File: src/rtl/hpa_pkg.sv
package hpa_pkg;
  localparam int EVT_W  = 5;
  localparam int MASK_W = 7;
  localparam int LOC_W  = 32;
  localparam int GMASK_W = 4;
  localparam logic [MASK_W-1:0] MASK_RESET = '1;
  localparam logic [GMASK_W-1:0] GMASK_RESET = '1;
  localparam int GM_INT_OFF = 0;
  localparam int GM_CMD_OFF = 2;
  localparam int CMD_FLAG_BIT = 16;
  localparam int ARB_FLAG_BIT = 17;
endpackage

File: src/rtl/hpa_slot_reg.sv
module hpa_slot_reg
  import hpa_pkg::*;
(
  input  logic              clk,
  input  logic              rst_n,
  input  logic [EVT_W-1:0]  evt_i,
  input  logic              clr_we_i,
  input  logic [EVT_W-1:0]  clr_data_i,
  input  logic              mask_we_i,
  input  logic [MASK_W-1:0] mask_data_i,
  output logic              active_o
);
  logic [EVT_W-1:0]  flags_q, flags_d;
  logic [MASK_W-1:0] mask_q, mask_d;
  logic [EVT_W-1:0]  clr_sel;

  always_comb begin
    clr_sel = clr_we_i ? clr_data_i : '0;
    flags_d = (flags_q & ~clr_sel) | evt_i;
    mask_d  = mask_we_i ? mask_data_i : mask_q;
  end

  always_ff @(posedge clk or negedge rst_n) begin
    if (!rst_n) begin
      flags_q <= '0;
      mask_q  <= MASK_RESET;
    end else begin
      flags_q <= flags_d;
      if (mask_we_i) mask_q <= mask_d;
    end
  end

  assign active_o = |(flags_q & ~mask_q[EVT_W-1:0]);

  assert_evt_sets_R2: assert property (@(posedge clk) disable iff (!rst_n)
    (|evt_i) |=> ((flags_q & $past(evt_i)) == $past(evt_i)));

  assert_clr_R3: assert property (@(posedge clk) disable iff (!rst_n)
    (clr_we_i && |(clr_data_i & ~evt_i)) |=>
      ((flags_q & $past(clr_data_i & ~evt_i)) == '0));

  assert_mask_load_R4: assert property (@(posedge clk) disable iff (!rst_n)
    mask_we_i |=> (mask_q == $past(mask_data_i)));
endmodule

File: src/rtl/hpa_ctrl_reg.sv
module hpa_ctrl_reg
  import hpa_pkg::*;
(
  input  logic               clk,
  input  logic               rst_n,
  input  logic               cmd_done_i,
  input  logic               arb_det_i,
  input  logic               we_i,
  input  logic [GMASK_W-1:0] mask_i,
  input  logic [1:0]         clr_i,
  output logic [LOC_W-1:0]   ctl_o,
  output logic               cmd_src_o,
  output logic               int_off_o
);
  logic [GMASK_W-1:0] gmask_q, gmask_d;
  logic cmd_q, cmd_d, arb_q, arb_d;
  logic [1:0] clr_sel;

  always_comb begin
    clr_sel = we_i ? clr_i : 2'b00;
    gmask_d = we_i ? mask_i : gmask_q;
    cmd_d   = (cmd_q & ~clr_sel[0]) | cmd_done_i;
    arb_d   = (arb_q & ~clr_sel[1]) | arb_det_i;
  end

  always_ff @(posedge clk or negedge rst_n) begin
    if (!rst_n) begin
      gmask_q <= GMASK_RESET;
      cmd_q   <= 1'b0;
      arb_q   <= 1'b0;
    end else begin
      if (we_i) gmask_q <= gmask_d;
      cmd_q <= cmd_d;
      arb_q <= arb_d;
    end
  end

  always_comb begin
    ctl_o = '0;
    ctl_o[GMASK_W-1:0]  = gmask_q;
    ctl_o[CMD_FLAG_BIT] = cmd_q;
    ctl_o[ARB_FLAG_BIT] = arb_q;
  end

  assign cmd_src_o = cmd_q & ~gmask_q[GM_CMD_OFF];
  assign int_off_o = gmask_q[GM_INT_OFF];

  assert_cmd_w1c_R6: assert property (@(posedge clk) disable iff (!rst_n)
    (we_i && clr_i[0] && !cmd_done_i) |=> !ctl_o[CMD_FLAG_BIT]);

  assert_cmd_set_R6: assert property (@(posedge clk) disable iff (!rst_n)
    cmd_done_i |=> ctl_o[CMD_FLAG_BIT]);

  assert_ctl_load_R10: assert property (@(posedge clk) disable iff (!rst_n)
    we_i |=> (ctl_o[GMASK_W-1:0] == $past(mask_i)));
endmodule

File: src/rtl/hpa_notify.sv
module hpa_notify (
  input  logic clk,
  input  logic rst_n,
  input  logic level_i,
  input  logic msg_en_i,
  output logic irq_o,
  output logic msg_req_o
);
  logic last_q, last_d;
  logic req_q, req_d;

  always_comb begin
    last_d = level_i;
    req_d  = msg_en_i && (level_i != last_q);
  end

  always_ff @(posedge clk or negedge rst_n) begin
    if (!rst_n) begin
      last_q <= 1'b0;
      req_q  <= 1'b0;
    end else begin
      last_q <= last_d;
      req_q  <= req_d;
    end
  end

  assign irq_o     = msg_en_i ? 1'b0 : level_i;
  assign msg_req_o = req_q;

  assert_req_on_rise_R9: assert property (@(posedge clk) disable iff (!rst_n)
    ($rose(level_i) && msg_en_i) |=> msg_req_o);

  assert_req_on_fall_R9: assert property (@(posedge clk) disable iff (!rst_n)
    ($fell(level_i) && msg_en_i) |=> msg_req_o);

  assert_req_needs_mode_R9: assert property (@(posedge clk) disable iff (!rst_n)
    msg_req_o |-> $past(msg_en_i));
endmodule

File: src/rtl/hp_irq_aggregator.sv
module hp_irq_aggregator
  import hpa_pkg::*;
#(
  parameter int NUM_SLOTS = 4
) (
  input  logic                       clk,
  input  logic                       rst_n,
  input  logic [NUM_SLOTS*EVT_W-1:0] slot_evt_i,
  input  logic [NUM_SLOTS-1:0]       evt_clr_we_i,
  input  logic [EVT_W-1:0]           evt_clr_data_i,
  input  logic [NUM_SLOTS-1:0]       mask_we_i,
  input  logic [MASK_W-1:0]          mask_data_i,
  input  logic                       cmd_done_i,
  input  logic                       arb_det_i,
  input  logic                       ctl_we_i,
  input  logic [GMASK_W-1:0]         ctl_mask_i,
  input  logic [1:0]                 ctl_clr_i,
  input  logic                       msg_en_i,
  output logic [LOC_W-1:0]           locator_o,
  output logic [LOC_W-1:0]           ctl_o,
  output logic                       irq_level_o,
  output logic                       irq_o,
  output logic                       msg_req_o
);
  localparam int TOP_BIT = NUM_SLOTS + 1;

  logic [NUM_SLOTS-1:0] slot_active;
  logic cmd_src, int_off;

  for (genvar s = 0; s < NUM_SLOTS; s++) begin : g_slot
    hpa_slot_reg u_slot (
      .clk        (clk),
      .rst_n      (rst_n),
      .evt_i      (slot_evt_i[s*EVT_W +: EVT_W]),
      .clr_we_i   (evt_clr_we_i[s]),
      .clr_data_i (evt_clr_data_i),
      .mask_we_i  (mask_we_i[s]),
      .mask_data_i(mask_data_i),
      .active_o   (slot_active[s])
    );
  end

  hpa_ctrl_reg u_ctrl (
    .clk       (clk),
    .rst_n     (rst_n),
    .cmd_done_i(cmd_done_i),
    .arb_det_i (arb_det_i),
    .we_i      (ctl_we_i),
    .mask_i    (ctl_mask_i),
    .clr_i     (ctl_clr_i),
    .ctl_o     (ctl_o),
    .cmd_src_o (cmd_src),
    .int_off_o (int_off)
  );

  for (genvar k = 0; k < LOC_W; k++) begin : g_loc
    if (k == 0) begin : g_cmd
      assign locator_o[k] = cmd_src;
    end else if (k <= NUM_SLOTS) begin : g_sl
      assign locator_o[k] = slot_active[k-1];
    end else begin : g_zero
      assign locator_o[k] = 1'b0;
    end
  end

  assign irq_level_o = !int_off && (|locator_o);

  hpa_notify u_notify (
    .clk      (clk),
    .rst_n    (rst_n),
    .level_i  (irq_level_o),
    .msg_en_i (msg_en_i),
    .irq_o    (irq_o),
    .msg_req_o(msg_req_o)
  );

  assert_loc_high_zero_R7: assert property (@(posedge clk) disable iff (!rst_n)
    (locator_o >> TOP_BIT) == '0);

  assert_level_gate_R7: assert property (@(posedge clk) disable iff (!rst_n)
    irq_level_o |-> (!ctl_o[GM_INT_OFF] && locator_o != '0));

  assert_wired_quiet_R8: assert property (@(posedge clk) disable iff (!rst_n)
    msg_en_i |-> !irq_o);

  assert_cmd_bit_R5: assert property (@(posedge clk) disable iff (!rst_n)
    locator_o[0] |-> (ctl_o[CMD_FLAG_BIT] && !ctl_o[GM_CMD_OFF]));
endmodule

File: config.mk
export PLATFORM = sky130hd
export DESIGN_NAME = hp_irq_aggregator
export DESIGN_NICKNAME = d
export VERILOG_FILES = /design/src/rtl/hpa_pkg.sv /design/src/rtl/hpa_slot_reg.sv /design/src/rtl/hpa_ctrl_reg.sv /design/src/rtl/hpa_notify.sv /design/src/rtl/hp_irq_aggregator.sv
export SDC_FILE = /design/constraint.sdc
export NUM_CORES = 1
export LEC_CHECK = 0
export BUFFER_PORTS_ARGS = -buffer_cell sky130_fd_sc_hd__buf_2
export CAP_MARGIN = 40
export CORE_MARGIN = 5
export CORE_UTILIZATION = 40
export CTS_CLUSTER_DIAMETER = 100
export CTS_CLUSTER_SIZE = 10
export DETAILED_ROUTE_END_ITERATION = 6
export GPL_TIMING_DRIVEN = 0
export PLACE_DENSITY = 0.72
export SYNTH_ARGS = -nofsm -noshare
export SYNTH_HDL_FRONTEND = slang
export SYNTH_HIERARCHICAL = 1
export SYNTH_SLANG_ARGS = --single-unit
File: constraint.sdc
create_clock -name clk -period 4.7 [get_ports clk]
set_clock_uncertainty 0.1 [all_clocks]
set_input_delay 1.175 -clock clk [delete_from_list [all_inputs] [get_ports clk]]
set_output_delay 1.175 -clock clk [all_outputs]
set_load 0.1 [all_outputs]
==> impl_metrics.env, run 1 <==
export IMPL_port_buffers=59
export IMPL_critPathKind="reg2out"
export IMPL_period_share=0.765
export IMPL_first_pass_iters=7
export IMPL_post_route_cell_area_um2=3110
export IMPL_globalRoute_totalOverflow=0
export IMPL_num_io_pins=119
export IMPL_synth_fa_ha_area_frac=0
export IMPL_layout_commonest_cell="buf_2"
export IMPL_via_count=1707
export IMPL_ant_nets=0
export IMPL_insertedDiodeCount=0
export IMPL_die_area_um2=7550
export IMPL_synth_top_family_by_area="buffers and inverters"
export IMPL_finalNetCount=396
export IMPL_track_usage=0.128
export IMPL_cp_slowest_cell="dfstp_2"
export IMPL_vdd_drop_max_uv=187
export IMPL_drive_gt1_frac=0.470
export IMPL_cts_setup_buffers=0
export IMPL_ctsHoldBuffers=0
export IMPL_syn_area_um2=2370
export IMPL_finalWeightedCongestion=0.723
export IMPL_start_util=0.404
export IMPL_avgSynthCellArea_um2=10.5
export IMPL_place_area_um2=3010
export IMPL_cp_end_kind="primary output"
export IMPL_hpwlAfterDp_um=4140
export IMPL_htree_num_levels=2
export IMPL_grt_pass1_wl_um=7560
export IMPL_route_detailed_drc=0
export IMPL_r2r_slack_ns=2.59
export IMPL_numCtsBuffers=5
export IMPL_drt_total_wl_um=4900
export IMPL_post_route_min_period_ns=3.60
export IMPL_synth_seq_cells=48
export IMPL_fp_dieH_um=86.9
export IMPL_maxSlewViolCount=0
export IMPL_drtIter0Drc=61
export IMPL_ys_seq_area_frac=0.520
export IMPL_antenna_found_initial=0
export IMPL_die_width_um=86.9
export IMPL_synthCells=226
export IMPL_cts_sinks=48
export IMPL_status="complete, no violations"
export IMPL_muxShareOfSynthArea=0.0571
export IMPL_clock_latency_ns=0.30
export IMPL_fmax_mhz=278
export IMPL_hold_path_class="reg2reg"
export IMPL_grt_max_degree=40
export IMPL_synth_simple_area_share=0.0656
export IMPL_crit_required_ns=3.42
export IMPL_viasPerCell=4.06
export IMPL_cts_resized=0
export IMPL_maxCapViolCount=0
export IMPL_post_drt_wl_per_cell_um=11.7
export IMPL_rsz0062_at_grt="no"
export IMPL_slowest_delay_ns=0.52
export IMPL_finalHoldViolCount=0
export IMPL_cts_tree="built"
export IMPL_clockBufferDepth=2
export IMPL_synth_compound_area_frac=0.129
export IMPL_synthXorXnorAreaFrac=0.00370
export IMPL_rows=28
export IMPL_coreArea_um2=5850
export IMPL_mostFrequentLayoutCells="buf_2, buf_4, conb_1"
export IMPL_tns_ns=0
export IMPL_cp_start_kind="register"
export IMPL_area_delta_synth_final_pct=31.6
export IMPL_worstPathArrival_ns=2.32
export IMPL_hold_slack_ns=0.385
export IMPL_clk_pin_slew_worst_paths_ns=0.08
export IMPL_grt_pass1_vias=1597
export IMPL_crit_chain="inv_1, a222oi_1, o221ai_2, nor3_1, a21oi_4, nor2b_2, buf_2"
export IMPL_reg2reg_depth=7
export IMPL_p_leak_nw=1.66
export IMPL_finalSetupViolCount=0
export IMPL_yosys_cell_types_count=20
export IMPL_hold_path_depth=1
export IMPL_p_per_area_nw_per_um2=376
export IMPL_ys_warn_count=6
export IMPL_critical_path_peak_fanout=4
export IMPL_clock_root_buffer="clkbuf_8"
## area by class of cell
cell class              count  area, um2
inverters                  20       75.1
flip-flops and latches     48       1230
plain buffers              61        448
multi-input cells         148        842
clock buffers               6       72.6
repair buffers             60        315
well taps                  75       93.8
clock inverters             2       35.0
fillers                   530       2740
## layer usage
layer	share of wire	wire length, um	vias up	track usage
met5	0	0	-	0
met4	0.018	89	0	0.0467
met3	0.078	381	8	0.0341
met2	0.49	2420	75	0.210
met1	0.41	2010	762	0.162
li1	-	-	862	-
## final timing paths
kind | startpoint | end
max in group asynchronous | rst_n | g_slot[0].u_slot/mask_q[4]
min in group asynchronous | rst_n | u_ctrl/arb_q
worst min-delay path | g_slot[2].u_slot/flags_q[3] | g_slot[2].u_slot/flags_q[3]
worst min register to register | g_slot[2].u_slot/flags_q[3] | g_slot[2].u_slot/flags_q[3]
worst max-delay path | g_slot[0].u_slot/mask_q[0] | irq_o
worst max register to register | g_slot[0].u_slot/mask_q[0] | u_notify/msg_req_o
## through the flow
stage | cells | total power (W) | util | setup WS, ns
after detailed placement | 412 | 0.000891 | 0.514 | 1.41
after CTS | 420 | 0.00118 | 0.532 | 1.08
after global routing | 420 | 0.00122 | 0.532 | 0.941
after floorplan | 277 | 0.000830 | - | 0.257
final | 420 | 0.00117 | 0.532 | 1.10
after global placement | 411 | 0.000883 | 0.510 | 1.44
## cells in the mapped netlist
cell type   n  share of area
xor2_1      1         0.0037
nor3_1      1         0.0021
mux2_2      4          0.019
nand2_1    34          0.054
nor2_1      1         0.0016
o21ai_0     4         0.0085
a21o_1     22          0.070
o21ai_1     8          0.017
nor2b_1     2         0.0053
o221ai_1    4          0.015
a222oi_1    4          0.017
mux2_1      8          0.038
and2_1      1         0.0026
inv_1      20          0.032
buf_2       4         0.0085
dfrtp_1    24           0.25
buf_4      57           0.18
conb_1      2         0.0032
a21oi_1     1         0.0021
dfstp_2    24           0.27
## power breakdown
part	internal, W	switching [W]	leakage [nW]
clock	0.000158	0.000130	0.0552
sequential	0.000461	0.0000179	0.497
combinational	0.0000853	0.000319	1.10
total	0.000705	0.000466	1.66
## cell families after synthesis
family	after synthesis
compound gates	43
xor+xnor	1
other cells	2
simple gates	39
buf+inv	81
flops	48
mux	12
## flip-flops by register name (all words and copies together) (netlist names)
signal	count
u_ctrl/cmd_q	1
u_ctrl/arb_q	1
u_notify/msg_req_o	1
g_slot.u_slot/flags_q	20
g_slot.u_slot/mask_q	20
u_ctrl/gmask_q	4
u_notify/last_q	1
## worst max-delay path: cells and delay by family, from the launching register on
family / cells / cell delay [ns]
AOI/OAI and AO/OA: 3 / 0.65
DFF: 1 / 0.52
and+or+nand+nor: 2 / 0.51
buffers and inverters: 2 / 0.33
No activity file was read; power rests on OpenSTA's default activity.
==> inputs of run 2 (changes only) <==
--- a/config.mk
+++ b/config.mk
@@ -13,7 +13,7 @@
 export CTS_CLUSTER_SIZE = 10
 export DETAILED_ROUTE_END_ITERATION = 6
 export GPL_TIMING_DRIVEN = 0
-export PLACE_DENSITY = 0.72
+export PLACE_DENSITY = 0.74
 export SYNTH_ARGS = -nofsm -noshare
 export SYNTH_HDL_FRONTEND = slang
 export SYNTH_HIERARCHICAL = 1
==> constraint.sdc (replaced) <==
create_clock -name clk -period 3.08 [get_ports clk]
set_clock_uncertainty 0.1 [all_clocks]
set_input_delay 0.77 -clock clk [delete_from_list [all_inputs] [get_ports clk]]
set_output_delay 0.77 -clock clk [all_outputs]
set_load 0.1 [all_outputs]
==> run 2 against run 1 <==
Effect of this change:
- via count is 2.1% higher
- wire length is 4.7% higher
- total power is 49% higher
- non-clock buffer count is 2 higher
- sequential power is 53% higher
- core utilization is 1.4 points higher
- critical path depth stayed put
- combinational power is 57% higher
- final cell count is 0.48% higher
- first-iteration DRC count is 38% lower
- setup slack worse by 1.0 ns
==> impl_metrics.env, run 2 (synthesis results as in run 1) <==
export IMPL_post_route_min_period_ns=3.02
export IMPL_cts_sinks=48
export IMPL_numCtsBuffers=5
export IMPL_p_leak_nw=1.68
export IMPL_via_count=1743
export IMPL_vdd_drop_max_uv=358
export IMPL_p_int_w=0.00103
export IMPL_slowest_delay_ns=0.52
export IMPL_drt_total_wl_um=5120
export IMPL_multi_input_area_um2=911
export IMPL_netSwitchingFraction=0.412
export IMPL_start_util=0.404
export IMPL_clockBufferDepth=2
export IMPL_grt_pass1_vias=1660
export IMPL_globalRoute_totalOverflow=0
export IMPL_htree_num_levels=2
export IMPL_clk_pin_slew_worst_paths_ns=0.08
export IMPL_clkPwrFrac=0.217
export IMPL_worstPathArrival_ns=2.15
export IMPL_antenna_found_initial=0
export IMPL_cp_slowest_cell="dfstp_2"
export IMPL_status="complete, no violations"
export IMPL_hpwlAfterDp_um=4130
export IMPL_first_pass_iters=4
export IMPL_finalNetCount=398
export IMPL_layout_setup_ws_ns=0.0648
export IMPL_hold_path_class="in2async"
export IMPL_period_share=0.979
export IMPL_drtIter0Drc=38
export IMPL_fmax_mhz=332
export IMPL_die_width_um=86.9
export IMPL_r2r_slack_ns=1.01
export IMPL_maxSlewViolCount=0
export IMPL_layout_commonest_cell="buf_2"
export IMPL_reg_top3="g_slot.u_slot/flags_q: 20 flops, g_slot.u_slot/mask_q: 20 flops, u_ctrl/gmask_q: 4 flops"
export IMPL_hold_slack_ns=0.279
export IMPL_reg2reg_to="u_notify/msg_req_o"
export IMPL_die_area_um2=7550
export IMPL_dp_slack_ns=0.193
export IMPL_rows=28
export IMPL_rr_startpoint="g_slot[3].u_slot/mask_q[0]"
export IMPL_grt_pass1_wl_um=7850
export IMPL_cp_start_kind="register"
export IMPL_share_seq_of_total_power=0.420
export IMPL_crit_required_ns=2.21
export IMPL_critPathKind="reg2out"
export IMPL_relSlewSlack=0.647
export IMPL_cp_end_kind="primary output"
export IMPL_clock_latency_ns=0.29
export IMPL_final_instance_count_excl_fill=422
export IMPL_path_delay_family="compound AO/OA/AOI/OAI gates"
export IMPL_rsz0062_at_grt="yes"
export IMPL_drive_gt1_frac=0.478
export IMPL_post_drt_wl_per_cell_um=12.1
export IMPL_critical_path_peak_fanout=4
export IMPL_path_buf_inv=2
export IMPL_regArea_um2=1230
export IMPL_finalWeightedCongestion=0.822
export IMPL_cts_tree="built"
export IMPL_num_fill_cells=534
export IMPL_reg2reg_depth=7
export IMPL_fp_dieH_um=86.9
export IMPL_clock_root_buffer="clkbuf_8"
export IMPL_p_per_area_nw_per_um2=547
export IMPL_coreArea_um2=5850
export IMPL_p_total_w=0.00175
export IMPL_mostFrequentLayoutCells="buf_2, buf_4, conb_1"
export IMPL_viasPerCell=4.13
export IMPL_finalSetupViolCount=0
export IMPL_insertedDiodeCount=0
export IMPL_num_io_pins=119
export IMPL_grt_max_degree=34
export IMPL_ant_nets=0
export IMPL_track_usage=0.136
export IMPL_crit_chain="inv_1, a222oi_1, o221ai_4, nor2_4, a21oi_4, nor2b_4, buf_12"
export IMPL_share_comb_of_total_power=0.363
export IMPL_area_delta_synth_final_pct=35.1
export IMPL_tightest_slew_ns=0.529
export IMPL_finalHoldViolCount=0
export IMPL_port_buffers=59
export IMPL_route_detailed_drc=0
export IMPL_tns_ns=0
export IMPL_maxCapViolCount=0
export IMPL_p_sw_w=0.000721
export IMPL_dp_cells=412
==> run 2: final cells by class <==
| cell class | count | area share |
|---|---|---|
| Buffer | 61 | 0.140 |
| Timing Repair Buffer | 62 | 0.109 |
| Inverter | 20 | 0.0235 |
| Multi-Input combinational cell | 148 | 0.285 |
| Sequential cell | 48 | 0.385 |
| Clock buffer | 8 | 0.0282 |
| Tap cell | 75 | 0.0294 |
==> run 2: stage by stage <==
stage | area [um2] | util
CTS | 3170 | 0.542
detailed placement | 3060 | 0.524
floorplan | 2650 | -
global placement | 3040 | 0.520
global route | 3200 | 0.546
finish | 3200 | 0.546
==> run 2: timing repair <==
action / CTS / global route
hold buffers: 0 / 0
endpoints found under the setup margin: 2 / 2
resized for setup: 3 / 5
pin swaps: 4 / 1
setup buffers: 1 / 1
==> run 2: worst max path at each step <==
| stage | start | to | slack (ns) | cells past startpoint |
|---|---|---|---|---|
| floorplan | g_slot[0].u_slot/mask_q[1] | irq_o | -0.22 | 4 |
| global placement | g_slot[0].u_slot/mask_q[0] | irq_o | 0.23 | 7 |
| detailed placement | g_slot[3].u_slot/mask_q[0] | irq_o | 0.19 | 7 |
| CTS | g_slot[1].u_slot/mask_q[0] | irq_o | 0.02 | 7 |
| global route | g_slot[0].u_slot/mask_q[0] | irq_o | -0.01 | 7 |
| finish | g_slot[3].u_slot/mask_q[0] | irq_o | 0.06 | 7 |
==> run 2: worst register-to-register path: cells and delay by family (launching register included) <==
family,cells,cell delay [ns]
compound gates,3,0.81
xor+xnor,1,0.16
buf+inv,1,0.05
flops,1,0.52
simple gates,2,0.33
==> run 2: routing by layer <==
layer / GRT usage / wire length (um)
met5: 0 / 0
met1: 0.159 / 1930
met4: 0.0595 / 121
met3: 0.0331 / 498
met2: 0.237 / 2570
==> run 2: power by group through the flow <==
stage / combinational [W] / sequential, W / clock, W
finish: 0.000635 / 0.000734 / 0.000379
global route: 0.000663 / 0.000742 / 0.000418
CTS: 0.000630 / 0.000735 / 0.000392
detailed placement: 0.000627 / 0.000746 / 0
global placement: 0.000619 / 0.000743 / 0
floorplan: 0.000498 / 0.000782 / 0
==> inputs of run 3 (changes only) <==
--- a/config.mk
+++ b/config.mk
@@ -5,6 +5,7 @@
 export SDC_FILE = /design/constraint.sdc
 export NUM_CORES = 1
 export LEC_CHECK = 0
+export ABC_AREA = 1
 export BUFFER_PORTS_ARGS = -buffer_cell sky130_fd_sc_hd__buf_2
 export CAP_MARGIN = 40
 export CORE_MARGIN = 5
==> run 3 against run 2 <==
Effect of this change:
- total power decreased by 2.4%
- sequential share of layout area up 0.060 points
- sequential cell count did not move
- global-route usage increased by 0.40 points
==> impl_metrics.env, run 3 <==
export IMPL_status="complete, no violations"
export IMPL_maxSlewViolCount=0
export IMPL_die_area_um2=7860
export IMPL_syn_area_um2=2480
export IMPL_clk_pin_slew_worst_paths_ns=0.09
export IMPL_vdd_drop_max_uv=336
export IMPL_finalWeightedCongestion=0.820
export IMPL_layout_commonest_cell="nand2_1"
export IMPL_synth_common_cells="nand2_1, buf_4, inv_1"
export IMPL_globalRoute_totalOverflow=0
export IMPL_grt_pass1_vias=1819
export IMPL_yosys_cell_types_count=15
export IMPL_rows=28
export IMPL_grt_pass1_wl_um=8440
export IMPL_cts_resized=0
export IMPL_yosysMostFrequentCell="nand2_1"
export IMPL_num_fill_cells=592
export IMPL_reg_top3="g_slot.u_slot/flags_q: 20 flops, g_slot.u_slot/mask_q: 20 flops, u_ctrl/gmask_q: 4 flops"
export IMPL_via_count=1911
export IMPL_drive_gt1_frac=0.384
export IMPL_finalNetCount=460
export IMPL_drt_total_wl_um=5410
export IMPL_critPathKind="reg2out"
export IMPL_num_io_pins=119
export IMPL_synthCells=291
export IMPL_p_leak_nw=1.85
export IMPL_muxShareOfSynthArea=0
export IMPL_numCtsBuffers=5
export IMPL_tightest_slew_ns=0.547
export IMPL_finalHoldViolCount=0
export IMPL_cp_end_kind="primary output"
export IMPL_fp_dieH_um=88.7
export IMPL_synth_enable_flop_cells=0
export IMPL_maxCapViolCount=0
export IMPL_drtIter0Drc=59
export IMPL_post_route_min_period_ns=2.96
export IMPL_tns_ns=0
export IMPL_cp_start_kind="register"
export IMPL_synth_simple_area_share=0.150
export IMPL_rsz0062_at_grt="no"
export IMPL_p_per_area_nw_per_um2=534
export IMPL_port_buffers=58
export IMPL_clockBufferDepth=2
export IMPL_ctsHoldBuffers=0
export IMPL_hold_path_class="in2async"
export IMPL_cts_tree="built"
export IMPL_insertedDiodeCount=0
export IMPL_ant_nets=0
export IMPL_yosysTopAreaCellShare=0.255
export IMPL_synthTopCellsByArea="dfstp_2, dfrtp_1, buf_4, nand2_1, inv_1"
export IMPL_worstPathArrival_ns=2.09
export IMPL_synth_compound_area_frac=0.105
export IMPL_area_delta_synth_final_pct=28.9
export IMPL_rr_startpoint="g_slot[1].u_slot/mask_q[1]"
export IMPL_mostFrequentLayoutCells="nand2_1, buf_2, buf_4"
export IMPL_viasPerCell=3.95
export IMPL_htree_num_levels=2
export IMPL_start_util=0.416
export IMPL_track_usage=0.140
export IMPL_avgSynthCellArea_um2=8.51
export IMPL_die_width_um=88.7
export IMPL_synth_async_reset_ratio=1.00
export IMPL_clock_root_buffer="clkbuf_8"
export IMPL_ys_warn_count=6
export IMPL_relSlewSlack=0.635
export IMPL_coreArea_um2=5960
export IMPL_synth_top_family_by_area="buffers and inverters"
export IMPL_critical_path_peak_fanout=5
export IMPL_synthXorXnorAreaFrac=0
export IMPL_dp_cells=476
export IMPL_finalSetupViolCount=0
export IMPL_cts_setup_buffers=0
export IMPL_first_pass_iters=4
export IMPL_synth_top_cell_by_area="dfstp_2"
export IMPL_critPathLaunch="g_slot[1].u_slot/mask_q[1]"
export IMPL_antenna_found_initial=0
export IMPL_hpwlAfterDp_um=4310
export IMPL_synth_seq_cells=48
export IMPL_ys_seq_area_frac=0.497
export IMPL_crit_required_ns=2.21
export IMPL_cts_sinks=48
export IMPL_final_instance_count_excl_fill=484
export IMPL_fmax_mhz=338
export IMPL_synthFlopType="dfstp_2"
export IMPL_period_share=0.961
export IMPL_grt_max_degree=27
export IMPL_clock_latency_ns=0.30
export IMPL_post_drt_wl_per_cell_um=11.2
export IMPL_synth_fa_ha_area_frac=0
export IMPL_route_detailed_drc=0
==> run 3: through the flow <==
stage          hold WS (ns)  cell area, um2  utilization  setup slack, ns  total power, W
2_1_floorplan         0.342            2700            -           0.0113         0.00127
3_3_place_gp          0.348            3090        0.518            0.441         0.00135
3_5_place_dp          0.353            3110        0.522            0.419         0.00136
4_1_cts               0.353            3190        0.536           0.0804         0.00172
5_1_grt               0.380            3190        0.536          0.00957         0.00180
6_report              0.348            3190        0.536            0.120         0.00171
==> run 3: worst paths after layout <==
kind                                          endpoint  slack [ns]  cells past startpoint
max                                              irq_o        0.12                     12
min in group clk                     u_ctrl/gmask_q[1]        0.36                      2
max reg2reg                         u_notify/msg_req_o        1.33                     11
min reg2reg                          u_ctrl/gmask_q[1]        0.36                      2
max in group asynchronous            u_ctrl/gmask_q[1]        1.92                      2
min                        g_slot[0].u_slot/flags_q[2]        0.35                      1
==> run 3: area by class of cell <==
type,count,area (um2),area share
Tap cell,75,93.8,0.0294
Buffer,62,459,0.144
Clock inverter,1,5.00,0.00157
Clock buffer,7,76.3,0.0239
Inverter,39,150,0.0470
Multi-Input combinational cell,193,863,0.270
Timing Repair Buffer,59,313,0.0980
Sequential cell,48,1230,0.386
==> run 3: worst max-delay path, cell delays in order, from the launching register on <==
cell and delay, ns:
dfstp_2 0.53, inv_1 0.04, nand2_1 0.05, nand2_1 0.05, nor2_1 0.15, nand2_4 0.06, nor2_1 0.19, nand3_1 0.10
nand2_1 0.11, clkinvlp_4 0.12, inv_1 0.10, nor2_4 0.03, clkbuf_4 0.27
==> run 3: power breakdown <==
| part | switching (W) | total [W] | internal, W |
|---|---|---|---|
| sequential | 0.0000206 | 0.000721 | 0.000700 |
| combinational | 0.000497 | 0.000626 | 0.000129 |
| clock | 0.000199 | 0.000358 | 0.000160 |
| total | 0.000716 | 0.00171 | 0.000989 |
==> run 3: layer usage <==
metal / GRT usage / part of all wire / routed length (um) / vias to the layer above
met1: 0.169 / 0.39 / 2130 / 841
met5: 0 / 0 / 0 / -
met4: 0.0453 / 0.019 / 104 / 0
met3: 0.0335 / 0.075 / 405 / 8
li1: - / - / - / 998
met2: 0.246 / 0.51 / 2770 / 64
==> run 3: cell families after synthesis <==
family | after synthesis
simple gates | 96
buf+inv | 101
flops | 48
compound gates | 44
other cells | 2
